$ cat src/rtl/pin_irq_pkg.sv
package pin_irq_pkg;

    localparam int ADDR_W = 2;

    typedef enum logic [ADDR_W-1:0] {
        SEL_ENABLE   = 2'd0,
        SEL_POLARITY = 2'd1,
        SEL_INEN     = 2'd2,
        SEL_FLAGS    = 2'd3
    } reg_sel_e;

    // Configuration of one pin.
    typedef struct packed {
        logic irq_en;
        logic rise;     // 1: low-to-high counts, 0: high-to-low counts
        logic in_en;
    } pin_cfg_t;

    // Returns 1 when a transition from prev to cur matches the chosen direction.
    function automatic logic edge_match(input logic cur, input logic prev, input logic rise);
        logic changed;
        changed = cur ^ prev;
        return changed & (rise ? cur : ~cur);
    endfunction

endpackage

$ cat src/rtl/pin_sync.sv
module pin_sync #(
    parameter int W      = 16,
    parameter int STAGES = 2
) (
    input  logic         clk,
    input  logic         rst,
    input  logic [W-1:0] raw,
    output logic [W-1:0] synced
);
    logic [W-1:0] chain [STAGES];

    for (genvar s = 0; s < STAGES; s++) begin : g_stage
        if (s == 0) begin : g_first
            always_ff @(posedge clk) begin
                if (rst) chain[s] <= '0;
                else     chain[s] <= raw;
            end
        end else begin : g_next
            always_ff @(posedge clk) begin
                if (rst) chain[s] <= '0;
                else     chain[s] <= chain[s-1];
            end
        end
    end

    assign synced = chain[STAGES-1];
endmodule

$ cat src/rtl/pin_edge_detect.sv
module pin_edge_detect
    import pin_irq_pkg::*;
#(
    parameter int W = 16
) (
    input  logic         clk,
    input  logic         rst,
    input  logic [W-1:0] level,
    input  logic [W-1:0] rise_sel,
    input  logic [W-1:0] in_en,
    output logic [W-1:0] edge_hit
);
    logic [W-1:0] prev_q;

    // The previous sample tracks the pin every cycle, including while the
    // input is disabled, so switching the input on never shows a stale step.
    always_ff @(posedge clk) begin
        if (rst) prev_q <= '0;
        else     prev_q <= level;
    end

    for (genvar i = 0; i < W; i++) begin : g_pin
        assign edge_hit[i] = in_en[i] & edge_match(level[i], prev_q[i], rise_sel[i]);
    end
endmodule

$ cat src/rtl/pin_irq_regs.sv
module pin_irq_regs
    import pin_irq_pkg::*;
#(
    parameter int W = 16
) (
    input  logic              clk,
    input  logic              rst,
    input  logic              bus_wr,
    input  logic [ADDR_W-1:0] bus_addr,
    input  logic [W-1:0]      bus_wdata,
    input  logic [W-1:0]      edge_hit,
    output logic [W-1:0]      rise_sel,
    output logic [W-1:0]      in_en,
    output logic [W-1:0]      irq_en,
    output logic [W-1:0]      flags,
    output logic [W-1:0]      bus_rdata,
    output logic              irq
);
    pin_cfg_t [W-1:0] cfg_q;
    logic [W-1:0]     flags_q;
    logic [W-1:0]     clr_mask;
    reg_sel_e         sel;

    assign sel = reg_sel_e'(bus_addr);

    for (genvar i = 0; i < W; i++) begin : g_cfg
        always_ff @(posedge clk) begin
            if (rst) begin
                cfg_q[i] <= '0;
            end else if (bus_wr) begin
                case (sel)
                    SEL_ENABLE:   cfg_q[i].irq_en <= bus_wdata[i];
                    SEL_POLARITY: cfg_q[i].rise   <= bus_wdata[i];
                    SEL_INEN:     cfg_q[i].in_en  <= bus_wdata[i];
                    default:      ;
                endcase
            end
        end
        assign rise_sel[i] = cfg_q[i].rise;
        assign in_en[i]    = cfg_q[i].in_en;
        assign irq_en[i]   = cfg_q[i].irq_en;
    end

    // A clear and a new event on the same edge: the event wins.
    assign clr_mask = (bus_wr && sel == SEL_FLAGS) ? bus_wdata : '0;

    always_ff @(posedge clk) begin
        if (rst) flags_q <= '0;
        else     flags_q <= (flags_q & ~clr_mask) | edge_hit;
    end

    always_ff @(posedge clk) begin
        if (rst) irq <= 1'b0;
        else     irq <= |(flags_q & irq_en);
    end

    always_comb begin
        case (sel)
            SEL_ENABLE:   bus_rdata = irq_en;
            SEL_POLARITY: bus_rdata = rise_sel;
            SEL_INEN:     bus_rdata = in_en;
            default:      bus_rdata = flags_q;
        endcase
    end

    assign flags = flags_q;
endmodule

$ cat src/rtl/pin_irq_capture.sv
module pin_irq_capture
    import pin_irq_pkg::*;
#(
    parameter int N_PINS      = 16,
    parameter int SYNC_STAGES = 2
) (
    input  logic              clk,
    input  logic              rst,
    input  logic [N_PINS-1:0] pin_in,
    input  logic              bus_wr,
    input  logic [ADDR_W-1:0] bus_addr,
    input  logic [N_PINS-1:0] bus_wdata,
    output logic [N_PINS-1:0] bus_rdata,
    output logic              irq
);
    logic [N_PINS-1:0] level;
    logic [N_PINS-1:0] rise_vec;
    logic [N_PINS-1:0] inen_vec;
    logic [N_PINS-1:0] en_vec;
    logic [N_PINS-1:0] edge_hit;
    logic [N_PINS-1:0] flags_q;

    pin_sync #(.W(N_PINS), .STAGES(SYNC_STAGES)) u_sync (
        .clk    (clk),
        .rst    (rst),
        .raw    (pin_in),
        .synced (level)
    );

    pin_edge_detect #(.W(N_PINS)) u_edge (
        .clk      (clk),
        .rst      (rst),
        .level    (level),
        .rise_sel (rise_vec),
        .in_en    (inen_vec),
        .edge_hit (edge_hit)
    );

    pin_irq_regs #(.W(N_PINS)) u_regs (
        .clk       (clk),
        .rst       (rst),
        .bus_wr    (bus_wr),
        .bus_addr  (bus_addr),
        .bus_wdata (bus_wdata),
        .edge_hit  (edge_hit),
        .rise_sel  (rise_vec),
        .in_en     (inen_vec),
        .irq_en    (en_vec),
        .flags     (flags_q),
        .bus_rdata (bus_rdata),
        .irq       (irq)
    );
endmodule

$ cat config.mk
export PLATFORM = sky130hd
export DESIGN_NAME = pin_irq_capture
export DESIGN_NICKNAME = d
export VERILOG_FILES = /design/src/rtl/pin_irq_pkg.sv /design/src/rtl/pin_sync.sv /design/src/rtl/pin_edge_detect.sv /design/src/rtl/pin_irq_regs.sv /design/src/rtl/pin_irq_capture.sv
export SDC_FILE = /design/constraint.sdc
export NUM_CORES = 1
export LEC_CHECK = 0
export ABC_AREA = 1
export BUFFER_PORTS_ARGS = -buffer_cell sky130_fd_sc_hd__clkbuf_2
export CORE_ASPECT_RATIO = 1.75
export CORE_UTILIZATION = 43
export DETAILED_ROUTE_END_ITERATION = 16
export HOLD_SLACK_MARGIN = 0.15
export SETUP_SLACK_MARGIN = 0.3
export SLEW_MARGIN = 15
export SYNTH_ARGS = -nofsm -noshare
export SYNTH_HDL_FRONTEND = slang
export SYNTH_SLANG_ARGS = --single-unit
$ cat constraint.sdc
create_clock -name clk -period 2.5 [get_ports clk]
set_clock_uncertainty 0.1 [all_clocks]
set_input_delay 0.125 -clock clk [delete_from_list [all_inputs] [get_ports clk]]
set_output_delay 0.125 -clock clk [all_outputs]
set_load 0.01 [all_outputs]
**Word level (Yosys, flattened, before mapping)**

Memory sizes are Yosys's and may differ from the RTL's.
Index checks and enable logic that the tools add are counted.

- Bits in read-only memories: 0
- Memories: 1
- Word-level logic and storage cells: 154
- Bits in latches: 0
- Memory bits (writable): 32
- Output and inout port bits: 17
- Input port bits: 37
- Flip-flop bits (word level): 81

- Reductions and logical operators: 6
- Add/subtract/negate cells: 0
- Bitwise logic cells: 70
- Divide/modulo/power cells: 0
- Multiplexer cells: 23
- Shifts and indexed selects: 0
- Order comparisons: 0
- Multiply operators: 0
- Equal/unequal tests: 3

Memories:

| memory | depth | width | rd ports | clocked after memory_dff | write ports | line | text |
|---|---|---|---|---|---|---|---|
| u_sync.chain | 2 | 16 | 2 | 0 | 2 | pin_sync.sv:10 | `logic [W-1:0] chain [STAGES];` |

Operators with widths:

| cell | count |
|---|---|
| $mux 16 | 3 |
| $pmux 16 s3 | 1 |
| $and 1x1->1 | 32 |
| $and 16x16->16 | 2 |
| $mux 1 | 19 |
| $not 1->1 | 16 |
| $not 16->16 | 1 |
| $or 16x16->16 | 1 |
| $reduce_or 16->1 | 1 |
| $xor 1x1->1 | 16 |
| $reduce_and 2->1 | 3 |
| $eq 2x2->1 const B | 2 |
| $eq 2x1->1 const B | 1 |
| $logic_not 2->1 | 1 |
| $or 1x1->1 | 2 |
| $logic_and 1x1->1 | 1 |

**Logic depth before layout (Yosys ltp)**

- Depth after elaboration: 6
- Depth in mapped cells: 6

**Cells and area by module**

Synthesis repeated with hierarchy kept, for this count alone.

- Cells, all modules: 670
- Area total of the unflattened synthesis: 4727.0 µm²

By module, submodules not included:

| module | cells each | times used | area each (µm²) |
|---|---|---|---|
| pin_irq_regs | 409 | 1 | 2895.3 |
| pin_edge_detect | 162 | 1 | 917.1 |
| pin_sync | 99 | 1 | 914.6 |

**Worst setup path after synthesis**

OpenSTA, ideal clock, no wires.

- Path kind: input port to flip-flop
- Start: in rst
- End: reg u_regs.flags_q[13] (netlist: u_regs.flags[13])
- Stages: 4
- Arrival: 0.782 ns
- Data required time: 2.268 ns
- Setup slack: 1.486 ns
- Path buffers: 3
- Setup time: 0.132 ns
- Cell sequence: clkbuf_1 > buf_2 > clkbuf_1 > a21oi_1

RTL lines:

| what | line | text |
|---|---|---|
| from (decl) | pin_irq_capture.sv:8 | `input logic rst,` |
| to (signal assigned) | pin_irq_regs.sv:49 | `else flags_q <= (flags_q & ~clr_mask) \| edge_hit;` |
| to (decl) | pin_irq_regs.sv:20 | `logic [W-1:0] flags_q;` |

No word-level cell between the ends.

**Worst setup path after layout**

- Start: in bus_wr
- End: reg u_regs.irq_en[4] (netlist name)

- Word-level cells in the longest chain between the ends: 1

Ends and longest elaborated chain:

| what | line | text |
|---|---|---|
| from (decl) | pin_irq_capture.sv:10 | `input logic bus_wr,` |
| $reduce_and 2->1 (no line) | - |  |

No other way between the ends.
A chain may end at the register's enable or synchronous reset.

==> impl_results.md <==
* CP Class: input pin to register
* Peak VDD IR at between 0.5 and 0.6 mV
* Crit path max fanout at 17
* Slew headroom at between 40% and 50%
* Syn Nets at ~640
* CTS Buffer Depth at 2
* Endpoints failing hold at 0
* CTS root buf: clkbuf_16
* Critical Path Start Type: input pin
* Syn-to-layout area delta at 31.7%
* Slowest stage cell, crit path: dlygate4sd3_1
* # port buffers at 53
* Die H at between 100 and 150 µm
* Critical path cell sequence: dlygate4sd3_1, buf_2, buf_4, nand2_4, inv_6, nand2_1, a21oi_1, dlygate4sd3_1
* RSZ-0062 raised after global routing: false
* Delay of the slowest critical-path stage at 0.57 ns
* ANT cells at 0
* Post-Syn Instances at approximately 600
* Die ar. at 10800 µm²
* CTS Sinks at roughly 110
* Register area share after synthesis at around half
* Overall Global Routing Usage at between 20 and 25%
* Clk Latency, worst-skew pair at ~0.4 ns
* Setup WS pre-CTS at ~0.8 ns
* F_max at 478 MHz
* Critical Path Most Common Cell: dlygate4sd3_1
* Detailed Routing Iterations Pass 1 at 4
* Routability cong. at about 0.77
* Largest net degree at the start of global routing at 62
* Number of max-cap violations at 0
* Ys Warns at 0
* TritonCTS Buffers at 17
* Post-DP HPWL at roughly 7000 µm
* Worst Tran Pin Value at roughly 0.75 ns
* DR WL/cell at between 10 and 15 µm
* Layout cell share with drive strength beyond 1 at around 14%
* CP top delay family: buffers and inverters
* CTS tree: done
* H-tree depth at 4
* Worst hold slack at between 0.2 and 0.25 ns
* Number of antenna-violating nets in the routed design at 0
* GRT Residual Overflow at 0
* Drt drc at 0
* Clk pin slew, worst setup/hold paths at 0.05 ns
* Synthesized area at 4460 µm²
* Die Width at around 79 µm
* First-pass GRT wire length at between 15000 and 20000 µm
* HP Class: input pin to register
* Final worst slack at a little over 0.4 ns
* Initial DRC count at between 200 and 300
* Antenna violations before repair at 0
* Core area at roughly 10000 µm²
* PD cells at 800 nW/µm²
* Worst EP required at between 2 and 3 ns
* DR vias at about 4000
* Final nets at ~740
* WP buf/inv at 5
* Post-synth cell types at 21
* Initial Util at between 40% and 50%
* Status: finished clean
* Critical Path Sink Type: register
* Total Wirelength at around 11000 µm
* Final setup violation count at 0
* Mean Syn Cell Area at approximately 7.4 µm²
* CP arrival at 2.34 ns
* Final Cycle Share at about 84%
* Leakage at approximately 2.5 nW
* Fin. max-slew vios at 0
* I/O pin cnt at between 50 and 60
* Vias per inst at 4.94
* Minimum clock period after layout at approximately 2.1 ns
* #FFs+latches synth at between 100 and 150
* Site row count at 48
* Total Power at ~4.7 mW
* TNS Setup at 0 ns
* Number of global-route vias before repair at approximately 4000
## registers in the layout (all words and copies together) (netlist names)
name / count
u_sync.chain: 32
u_regs.flags: 16
u_regs.in_en: 16
u_regs.irq: 1
u_edge.prev_q: 16
u_regs.irq_en: 16
u_regs.rise_sel: 16
## cell usage in the layout (no fill, tap or decap), types with 6 or more instances in the layout
master           n
o21ai_0         16
a21oi_1         48
nand2_1        187
inv_1           66
nor2_1          70
buf_4            6
clkbuf_2        51
dfxtp_1        113
clkbuf_8         6
clkbuf_16       17
a211oi_1        15
o2111ai_1       16
dlygate4sd3_1   48
nand3_1         32
## cell families (layout without fill, tap and decap cells)
family / after synthesis / count (layout) / synth area share [%]
buffers and inverters: 96 / 204 / 9.45
and+or+nand+nor: 296 / 296 / 26.7
DFF: 113 / 113 / 50.7
AOI/OAI and AO/OA: 96 / 96 / 13.1
## synth_stat cells
library cell    n  area [µm²]
inv_2           1        3.75
nor2_1         70         263
inv_4           1        6.26
nor2_4          3        33.8
buf_6           4        45.0
a21oi_1        48         240
buf_1           2        7.51
nand2_2         2        12.5
clkbuf_1        7        26.3
inv_1          66         248
nand3_1        32         160
a211oi_1       15         113
nand3_2         1        10.0
o21ai_0        16        80.1
buf_4           4        30.0
nand2_1       187         702
o2111ai_1      16         140
a211oi_2        1        12.5
nand2_4         1        11.3
dfxtp_1       113        2260
buf_2          11        55.1
## repair_timing
action                                  in CTS  in global routing
hold buffers                                48                  0
hold endpoints to repair                    95                  0
endpoints found under the setup margin       0                  3
buffers inserted                             0                  0
gates resized for setup                      0                  2
## final timing paths
path / from / slack (ns) / cells after the start / end
setup / recovery: bus_wr / 0.41 / 8 / u_regs.irq_en[4]$_SDFFE_PP0P_
hold / removal: bus_addr[1] / 0.23 / 6 / u_regs.flags[7]$_SDFF_PP0_
setup reg to reg: u_regs.irq_en[4]$_SDFFE_PP0P_ / 1.21 / 3 / u_regs.irq_en[4]$_SDFFE_PP0P_
hold reg to reg: u_sync.chain[0][3]$_SDFF_PP0_ / 0.30 / 2 / u_sync.chain[1][3]$_SDFF_PP0_
## per-layer routing
metal	share of wire, %	track usage, %	routed length (µm)	vias up
met5	0	0	0	-
met4	2.0	10.5	215	0
met3	5.0	5.93	547	18
met2	51	38.4	5630	88
met1	42	24.9	4620	1907
li1	-	-	-	2105
## worst reg2reg max path, delay by kind of cell, from the launching register on
family | cells | cell delay [ns]
buf+inv | 1 | 0.57
flops | 1 | 0.35
compound gates | 1 | 0.16
simple gates | 1 | 0.06
## final cells by class
cell class                 count  area (µm²)
inverter                      68         260
multi-input combinational    392        1780
timing repair buffer         107         806
clock buffer                  24         512
fill                         955        4100
tap                          125         156
sequential                   113        2260
clock inverter                 5         100
## per-stage QoR
| step | util (%) | cell area, µm² | cells |
|---|---|---|---|
| 2_1_floorplan | - | 4460 | 601 |
| 3_3_place_gp | 47.9 | 4780 | 757 |
| 3_5_place_dp | 47.9 | 4780 | 757 |
| 4_1_cts | 58.9 | 5870 | 834 |
| 5_1_grt | 58.9 | 5870 | 834 |
| 6_report | 58.9 | 5870 | 834 |
## power breakdown
| group | switching [mW] | total, mW | internal (mW) | leakage (nW) |
|---|---|---|---|---|
| Combinational | 0.192 | 0.329 | 0.137 | 1.27 |
| Sequential | 0.0290 | 1.90 | 1.87 | 0.923 |
| Clock | 0.771 | 2.47 | 1.70 | 0.304 |
(Power assumes the default switching activity.)
